File: src/rtl/hvlc_pkg.sv
package hvlc_pkg;
  localparam int PFX_W = 3;       // escape prefix width
  localparam int ESC_MIN = 7;     // first value that uses the escape

  typedef struct packed {
    logic load;    // capture a new result
    logic decode;  // operation of the captured request
  } hvlcStrobe_t;
endpackage

File: src/rtl/hvlc_ctrl.sv
module hvlc_ctrl
  import hvlc_pkg::*;
(
  input  logic        clk,
  input  logic        rst,
  input  logic        inValid,
  input  logic        inDecode,
  output logic        inReady,
  input  logic        outReady,
  output logic        outValid,
  output hvlcStrobe_t strobe
);
  logic validQ;

  assign inReady = !validQ || outReady;
  assign strobe.load = inValid && inReady;
  assign strobe.decode = inDecode;
  assign outValid = validQ;

  always_ff @(posedge clk) begin
    if (rst) validQ <= 1'b0;
    else if (strobe.load) validQ <= 1'b1;
    else if (outReady) validQ <= 1'b0;
  end

  // an accepted request shows up after one edge
  a_r11_latency: assert property (@(posedge clk) disable iff (rst)
    (inValid && inReady) |=> outValid);
  // a stalled result is not dropped
  a_r9_keep_valid: assert property (@(posedge clk) disable iff (rst)
    (outValid && !outReady) |=> outValid);
endmodule

File: src/rtl/hvlc_datapath.sv
module hvlc_datapath
  import hvlc_pkg::*;
#(
  parameter int VAL_W = 8,
  parameter int FIX_W = 6,
  localparam int CODE_W = PFX_W + FIX_W,
  localparam int LEN_W = $clog2(CODE_W + 1)
) (
  input  logic              clk,
  input  logic              rst,
  input  hvlcStrobe_t       strobe,
  input  logic [VAL_W-1:0]  inValue,
  input  logic [CODE_W-1:0] inWindow,
  output logic [CODE_W-1:0] outCode,
  output logic [LEN_W-1:0]  outLen,
  output logic [VAL_W-1:0]  outValue,
  output logic              outOverflow,
  output logic              outInvalid
);
  logic              tooBig;
  logic [FIX_W-1:0]  fixField;
  logic [CODE_W-1:0] encCode;
  logic [LEN_W-1:0]  encLen;
  logic [1:0]        encSfx;
  logic [VAL_W-1:0]  decValue;
  logic [LEN_W-1:0]  decLen;
  logic              decBad;

  generate
    if (VAL_W > FIX_W) begin : g_wide
      assign tooBig = |inValue[VAL_W-1:FIX_W];
      assign fixField = inValue[FIX_W-1:0];
    end else begin : g_narrow
      assign tooBig = 1'b0;
      assign fixField = FIX_W'(inValue);
    end
  endgenerate

  assign encSfx = 2'(inValue - VAL_W'(3));

  // encoder
  always_comb begin
    encCode = '0;
    encLen = '0;
    if (tooBig) begin
      encCode = '0;
    end else if (inValue == '0) begin
      encCode[CODE_W-1] = 1'b1;
      encLen = LEN_W'(1);
    end else if (inValue < VAL_W'(3)) begin
      encCode[CODE_W-1 -: 3] = {2'b01, inValue[1]};
      encLen = LEN_W'(3);
    end else if (inValue < VAL_W'(ESC_MIN)) begin
      encCode[CODE_W-1 -: 5] = {3'b001, encSfx};
      encLen = LEN_W'(5);
    end else begin
      encCode = {{PFX_W{1'b0}}, fixField};
      encLen = LEN_W'(CODE_W);
    end
  end

  // decoder
  always_comb begin
    decBad = 1'b0;
    if (inWindow[CODE_W-1]) begin
      decValue = '0;
      decLen = LEN_W'(1);
    end else if (inWindow[CODE_W-2]) begin
      decValue = VAL_W'(1) + VAL_W'(inWindow[CODE_W-3]);
      decLen = LEN_W'(3);
    end else if (inWindow[CODE_W-3]) begin
      decValue = VAL_W'(3) + VAL_W'(inWindow[CODE_W-4 -: 2]);
      decLen = LEN_W'(5);
    end else begin
      decValue = VAL_W'(inWindow[FIX_W-1:0]);
      decLen = LEN_W'(CODE_W);
      decBad = inWindow[FIX_W-1:0] < FIX_W'(ESC_MIN);
    end
  end

  always_ff @(posedge clk) begin
    if (rst) begin
      outCode <= '0;
      outLen <= '0;
      outValue <= '0;
      outOverflow <= 1'b0;
      outInvalid <= 1'b0;
    end else if (strobe.load) begin
      outCode <= strobe.decode ? '0 : encCode;
      outLen <= strobe.decode ? decLen : encLen;
      outValue <= strobe.decode ? decValue : '0;
      outOverflow <= strobe.decode ? 1'b0 : tooBig;
      outInvalid <= strobe.decode ? decBad : 1'b0;
    end
  end

  // an overflow result carries no codeword
  a_r5_no_code: assert property (@(posedge clk) disable iff (rst)
    outOverflow |-> (outLen == '0 && outCode == '0));
  // only a full escape code can be flagged
  a_r7_invalid_escape: assert property (@(posedge clk) disable iff (rst)
    outInvalid |-> (outLen == LEN_W'(CODE_W) && outValue < VAL_W'(ESC_MIN)));
  // lengths stay within the code's set
  a_r4_len_set: assert property (@(posedge clk) disable iff (rst)
    (outLen == '0 || outLen == LEN_W'(1) || outLen == LEN_W'(3) ||
     outLen == LEN_W'(5) || outLen == LEN_W'(CODE_W)));
  // flags of the two operations never coexist
  a_r12_flags: assert property (@(posedge clk) disable iff (rst)
    !(outOverflow && outInvalid));
endmodule

File: src/rtl/hvlc_codec.sv
module hvlc_codec
  import hvlc_pkg::*;
#(
  parameter int VAL_W = 8,
  parameter int FIX_W = 6,
  localparam int CODE_W = PFX_W + FIX_W,
  localparam int LEN_W = $clog2(CODE_W + 1)
) (
  input  logic              clk,
  input  logic              rst,
  input  logic              inValid,
  output logic              inReady,
  input  logic              inDecode,
  input  logic [VAL_W-1:0]  inValue,
  input  logic [CODE_W-1:0] inWindow,
  output logic              outValid,
  input  logic              outReady,
  output logic [CODE_W-1:0] outCode,
  output logic [LEN_W-1:0]  outLen,
  output logic [VAL_W-1:0]  outValue,
  output logic              outOverflow,
  output logic              outInvalid
);
  hvlcStrobe_t strobe;

  hvlc_ctrl u_ctrl (
    .clk(clk), .rst(rst), .inValid(inValid), .inDecode(inDecode),
    .inReady(inReady), .outReady(outReady), .outValid(outValid),
    .strobe(strobe)
  );

  hvlc_datapath #(.VAL_W(VAL_W), .FIX_W(FIX_W)) u_dp (
    .clk(clk), .rst(rst), .strobe(strobe), .inValue(inValue),
    .inWindow(inWindow), .outCode(outCode), .outLen(outLen),
    .outValue(outValue), .outOverflow(outOverflow), .outInvalid(outInvalid)
  );

  // held result does not change during a stall
  a_r9_hold: assert property (@(posedge clk) disable iff (rst)
    (outValid && !outReady) |=> ($stable(outCode) && $stable(outLen) &&
      $stable(outValue) && $stable(outOverflow) && $stable(outInvalid)));
endmodule

File: config.mk
export PLATFORM = sky130hd
export DESIGN_NAME = hvlc_codec
export DESIGN_NICKNAME = d
export VERILOG_FILES = /design/src/rtl/hvlc_pkg.sv /design/src/rtl/hvlc_ctrl.sv /design/src/rtl/hvlc_datapath.sv /design/src/rtl/hvlc_codec.sv
export SDC_FILE = /design/constraint.sdc
export NUM_CORES = 1
export LEC_CHECK = 0
export ABC_AREA = 1
export BUFFER_PORTS_ARGS = -buffer_cell sky130_fd_sc_hd__buf_4
export CAP_MARGIN = 25
export CELL_PAD_IN_SITES_DETAIL_PLACEMENT = 0
export CELL_PAD_IN_SITES_GLOBAL_PLACEMENT = 1
export CORE_ASPECT_RATIO = 1.2
export CORE_MARGIN = 4
export CORE_UTILIZATION = 32
export CTS_CLUSTER_DIAMETER = 150
export CTS_CLUSTER_SIZE = 20
export DETAILED_ROUTE_END_ITERATION = 10
export PLACE_DENSITY_LB_ADDON = 0.25
export SLEW_MARGIN = 20
export SYNTH_ARGS = -nofsm -noshare
export SYNTH_HDL_FRONTEND = slang
export SYNTH_HIERARCHICAL = 1
export SYNTH_SLANG_ARGS = --single-unit
File: constraint.sdc
create_clock -name clk -period 1.6 [get_ports clk]
set_input_delay 0.32 -clock clk [delete_from_list [all_inputs] [get_ports clk]]
set_output_delay 0.32 -clock clk [all_outputs]
set_load 0.005 [all_outputs]
## Word level (Yosys, flattened, before mapping)

Index checks and enable logic that the tools add are counted.

| storage, ports and cells | value |
|---|---|
| register bits | 24 |
| bits of input ports | 22 |

| operators by class | value |
|---|---|
| $add $sub $neg | 3 |
| order comparisons | 3 |
| multiplexer cells | 27 |
| reduce and logical (&&, ||, !) cells | 6 |

Operators with widths:

| operator | number |
|---|---|
| $mux W8 | 5 |
| $mux W4 | 9 |
| $mux W9 | 2 |
| $logic_not A8 Y1 | 1 |
| $lt A8 B2 Y1 const B | 1 |
| $lt A8 B3 Y1 const B | 1 |
| $mux W1 | 8 |
| $lt A6 B3 Y1 const B | 1 |
| $mux W3 | 2 |
| $mux W6 | 1 |
| $add A2 B2 Y3 const A | 1 |
| $add A1 B1 Y2 const A | 1 |
| $reduce_bool A2 Y1 | 1 |
| $reduce_or A2 Y1 | 1 |
| $sub A2 B2 Y2 const B | 1 |
| $logic_and A1 B1 Y1 | 1 |
| $logic_not A1 Y1 | 1 |
| $logic_or A1 B1 Y1 | 1 |

## Longest topological paths before layout

| logic depth | value |
|---|---|
| word-level depth | 6 |
| mapped depth | 8 |

## Hierarchy

Netlist, hierarchy kept.

Modules (own cells, without submodules):

| module | times used | cells each | area an instance (um^2) | seq. area each (um^2) |
|---|---|---|---|---|
| hvlc_datapath | 1 | 150 | 1087.3 | 420.4 |
| hvlc_ctrl | 1 | 7 | 55.1 | 20.0 |

## Worst setup path after synthesis

No wires, ideal clock.

| timing path | value |
|---|---|
| kind | input -> register |
| start | input port inValid |
| end | register u_dp.outLen[2] |
| arrival time | 1154 ps |
| data required time | 1471 ps |
| setup slack | 318 ps |
| stages on the path | 7 |
| path buffers | 1 |
| cell sequence | inv_1 a21oi_1 inv_1 clkbuf_1 a21oi_1 o21a_1 nor2_1 |

RTL lines:

| element | line | text |
|---|---|---|
| from (decl) | hvlc_codec.sv:11 | `input logic inValid,` |
| to (signal assigned) | hvlc_datapath.sv:90 | `outLen <= strobe.decode ? decLen : encLen;` |
| to (decl) | hvlc_datapath.sv:15 | `output logic [LEN_W-1:0] outLen,` |

==> results.py <==
metrics = {
    "status": {
        "status": "completed",
    },
    "routing": {
        "via_per_inst": 4.594,
        "drtIter0Drc": 27,
        "routedWlPerCell_um": 11.97,
        "totalWireLength_mm": 2.862,
        "vias": 1098,
        "ant_nets": 0,
        "drt_first_pass_iters": 4,
        "drc": 0,
    },
    "timing": {
        "setup-violations-final": 0,
        "timing.final.crit_share_pct": 81.47,
        "finClkSkew_ns": 0.0005747,
        "rsz0062_at_grt": "false",
        "finalSetupTns_ns": 0,
        "slew_violations": 0,
        "hold_violations": 0,
        "fin_crit_ns": 1.304,
        "max_freq_mhz": 767.1,
    },
    "synth": {
        "avgSynthCellArea_um2": 7.276,
        "synth-main-ff-cell": "dfxtp_1",
        "synth_edf_count": 0,
        "synth-async-reset-ratio_pct": 0,
        "synth.distinct_cells": 24,
        "synth_top_area_cell": "dfxtp_1",
        "synthMostInstantiatedCell": "nand2_1",
        "synth_cells": 157,
        "synth_area_leaders": "dfxtp_1 (39%), nand2_1 (15%), a21oi_1 (7.9%), inv_1 (5.9%), ha_1 (4.4%)",
        "synth_area_mm2": 0.001142,
        "synth_seq_cells": 22,
        "synth_top_area_share_pct": 38.55,
        "ys_top_cells_by_count": "nand2_1 (46), dfxtp_1 (22), a21oi_1 (18), inv_1 (18)",
        "seq_area_frac_synth_pct": 38.55,
        "yosysWarnings": 6,
    },
    "critical_path": {
        "cpMaxStageDelayCell": "dfxtp_1",
        "slowest_delay_ns": 0.35,
        "critPathMaxFanout": 4,
        "r2r_start": "u_ctrl/outValid",
        "crit_family": "simple AND/OR/NAND/NOR gates",
        "startpoint_type": "flip-flop",
        "r2r_end": "u_dp/outCode[4]",
        "cp_cell_sequence": "a21oi_2, nand2_2, nor2_4, o21ai_2, nor2_1, nand2_1, a21oi_2",
        "crit_type": "reg -> reg",
        "cp.arrival_ns": 1.50,
        "worst-path-buf-inv": 0,
        "crit_required_ns": 1.80,
        "cpMostUsedCell": "a21oi_2",
        "reg2reg_slack_ns": 0.30,
        "worst-r2r-cell-count": 7,
        "end_kind": "flip-flop",
    },
    "grt": {
        "grt_pass1_vias": 1078,
        "track_usage_pct": 13.22,
        "grt_remaining_overflow": 0,
        "antenna_found_initial": 0,
        "grt_pass1_wl_mm": 4.850,
        "grt_max_degree": 23,
    },
    "floorplan": {
        "rows": 23,
        "coreArea_mm2": 0.003396,
        "die_w_um": 62.54,
        "die_area_mm2": 0.004594,
        "start_util_pct": 33.64,
        "fp.dieH_um": 73.45,
        "io_pins": 47,
    },
    "layout": {
        "antenna_cells": 0,
        "post_route_cells_drive_above_1_share_pct": 35.15,
        "final_core_util_pct": 46.09,
        "syn_to_final_growth_pct": 37.02,
        "num-nets-final": 229,
    },
    "clock_network": {
        "clkTransAtPathRegs_ns": 0.08,
        "cts.sinks": 22,
        "cts_htree_levels": 1,
        "cts_tree": "built",
        "cts_root_buffer": "clkbuf_8",
        "cts_buffers": 3,
        "postCtsSetupBuffers": 0,
        "clock_latency_ns": 0.26,
        "cts_max_path_buffers": 2,
    },
    "power_and_ir_drop": {
        "power.density_mw_per_mm2": 729.6,
        "p_leak_nw": 0.7377,
        "ir_worst_vdd_v": 0.0002593,
    },
    "worst_hold_path": {
        "min_path_cells": 3,
        "min-delay-start": "inWindow[3]",
        "min_path_type": "in -> reg",
        "hold_path_end": "u_dp/outValue[3]",
    },
    "placed_design": {
        "portBuffers": 44,
        "gp_congestion": 0.8293,
        "hpwl_mm": 2.333,
    },
    "job": {
        "cap_violations": 0,
    },
}
area by class of cell:
type                    instances  area (µm²)
fillers                       362        1831
multi-input cells             108       591.8
flip-flops and latches         22       440.4
repair buffers                 47       352.8
inverters                      21       78.83
clock buffers                   4       55.05
well taps                      37       46.29
where the power goes:
group / total, mW / internal, mW / switching (mW)
logic: 0.177 / 0.0824 / 0.0941
registers: 0.566 / 0.559 / 0.00727
clock network: 0.399 / 0.219 / 0.180
metal layers:
| layer | track usage [%] | wire, µm | up-vias |
|---|---|---|---|
| li1 | - | - | 576 |
| met1 | 15.15 | 1188 | 491 |
| met2 | 24.64 | 1517 | 27 |
| met3 | 2.141 | 131 | 4 |
| met4 | 5.147 | 24 | 0 |
| met5 | 0 | 0 | - |
flip-flops by register name (all words and copies together) (netlist names):
signal	cells
u_ctrl/outValid	1
u_dp/outInvalid	1
u_dp/outLen	4
u_dp/outCode	9
u_dp/outValue	6
u_dp/outOverflow	1
logic make-up (layout without fill, tap and decap cells):
kind of cell	count (synthesis)	after routing	synth area share [%]
fa+ha+maj	4	4	4.381
other cells	1	2	0.3283
compound gates	28	28	14.57
flops	22	22	38.55
buf+inv	28	72	10.29
simple gates	74	74	31.87
metrics by stage:
stage | instances | area [µm²] | hold slack (ns) | power [mW] | setup WS (ns)
finish | 239 | 1565 | 0.3246 | 1.142 | 0.2965
global route | 239 | 1565 | 0.3168 | 1.203 | 0.1198
CTS | 239 | 1562 | 0.3101 | 1.157 | 0.1858
detailed placement | 235 | 1506 | 0.4575 | 0.7560 | 0.1088
global placement | 235 | 1506 | 0.4528 | 0.7539 | 0.1244
floorplan | 158 | 1146 | 0.3824 | 0.6686 | 0.3176
how the worst max path moves through the flow:
stage                          from         endpoint  slack (ns)  cells after the start
finish              u_ctrl/outValid  u_dp/outCode[4]        0.30                      7
floorplan                   inValid   u_dp/outLen[2]        0.32                      7
global route        u_ctrl/outValid  u_dp/outCode[4]        0.12                      7
detailed placement          inValid  u_dp/outCode[4]        0.11                      9
global placement            inValid   u_dp/outLen[2]        0.12                      7
CTS                 u_ctrl/outValid  u_dp/outCode[4]        0.19                      7
cells in the final DEF (no fill, tap or decap):
| master | count |
|---|---|
| nor2_8 | 2 |
| nor2_1 | 8 |
| nor2_4 | 3 |
| nand2_2 | 2 |
| o21a_1 | 1 |
| inv_1 | 18 |
| o211ai_1 | 1 |
| a21oi_2 | 4 |
| buf_4 | 47 |
| nand2_4 | 1 |
| nor3_1 | 1 |
| ha_1 | 4 |
| a21oi_1 | 17 |
| o21ai_2 | 2 |
| nor2_2 | 3 |
| a31oi_1 | 2 |
| nand3_1 | 8 |
| nand2_1 | 46 |
| clkbuf_8 | 4 |
| inv_2 | 3 |
| dfxtp_1 | 22 |
| o21ai_0 | 1 |
| conb_1 | 2 |
worst reg2reg max path, stage by stage, from the launching register on:
cell,delay (ns)
dfxtp_1,0.35
a21oi_2,0.23
nand2_2,0.12
nor2_4,0.15
o21ai_2,0.08
nor2_1,0.13
nand2_1,0.08
a21oi_2,0.11
timing repair:
| action | CTS | global route |
|---|---|---|
| hold buffers | 0 | 0 |
| resized for setup | 0 | 1 |
| endpoints found under the setup margin | 0 | 1 |
(Power assumes the default switching activity.)
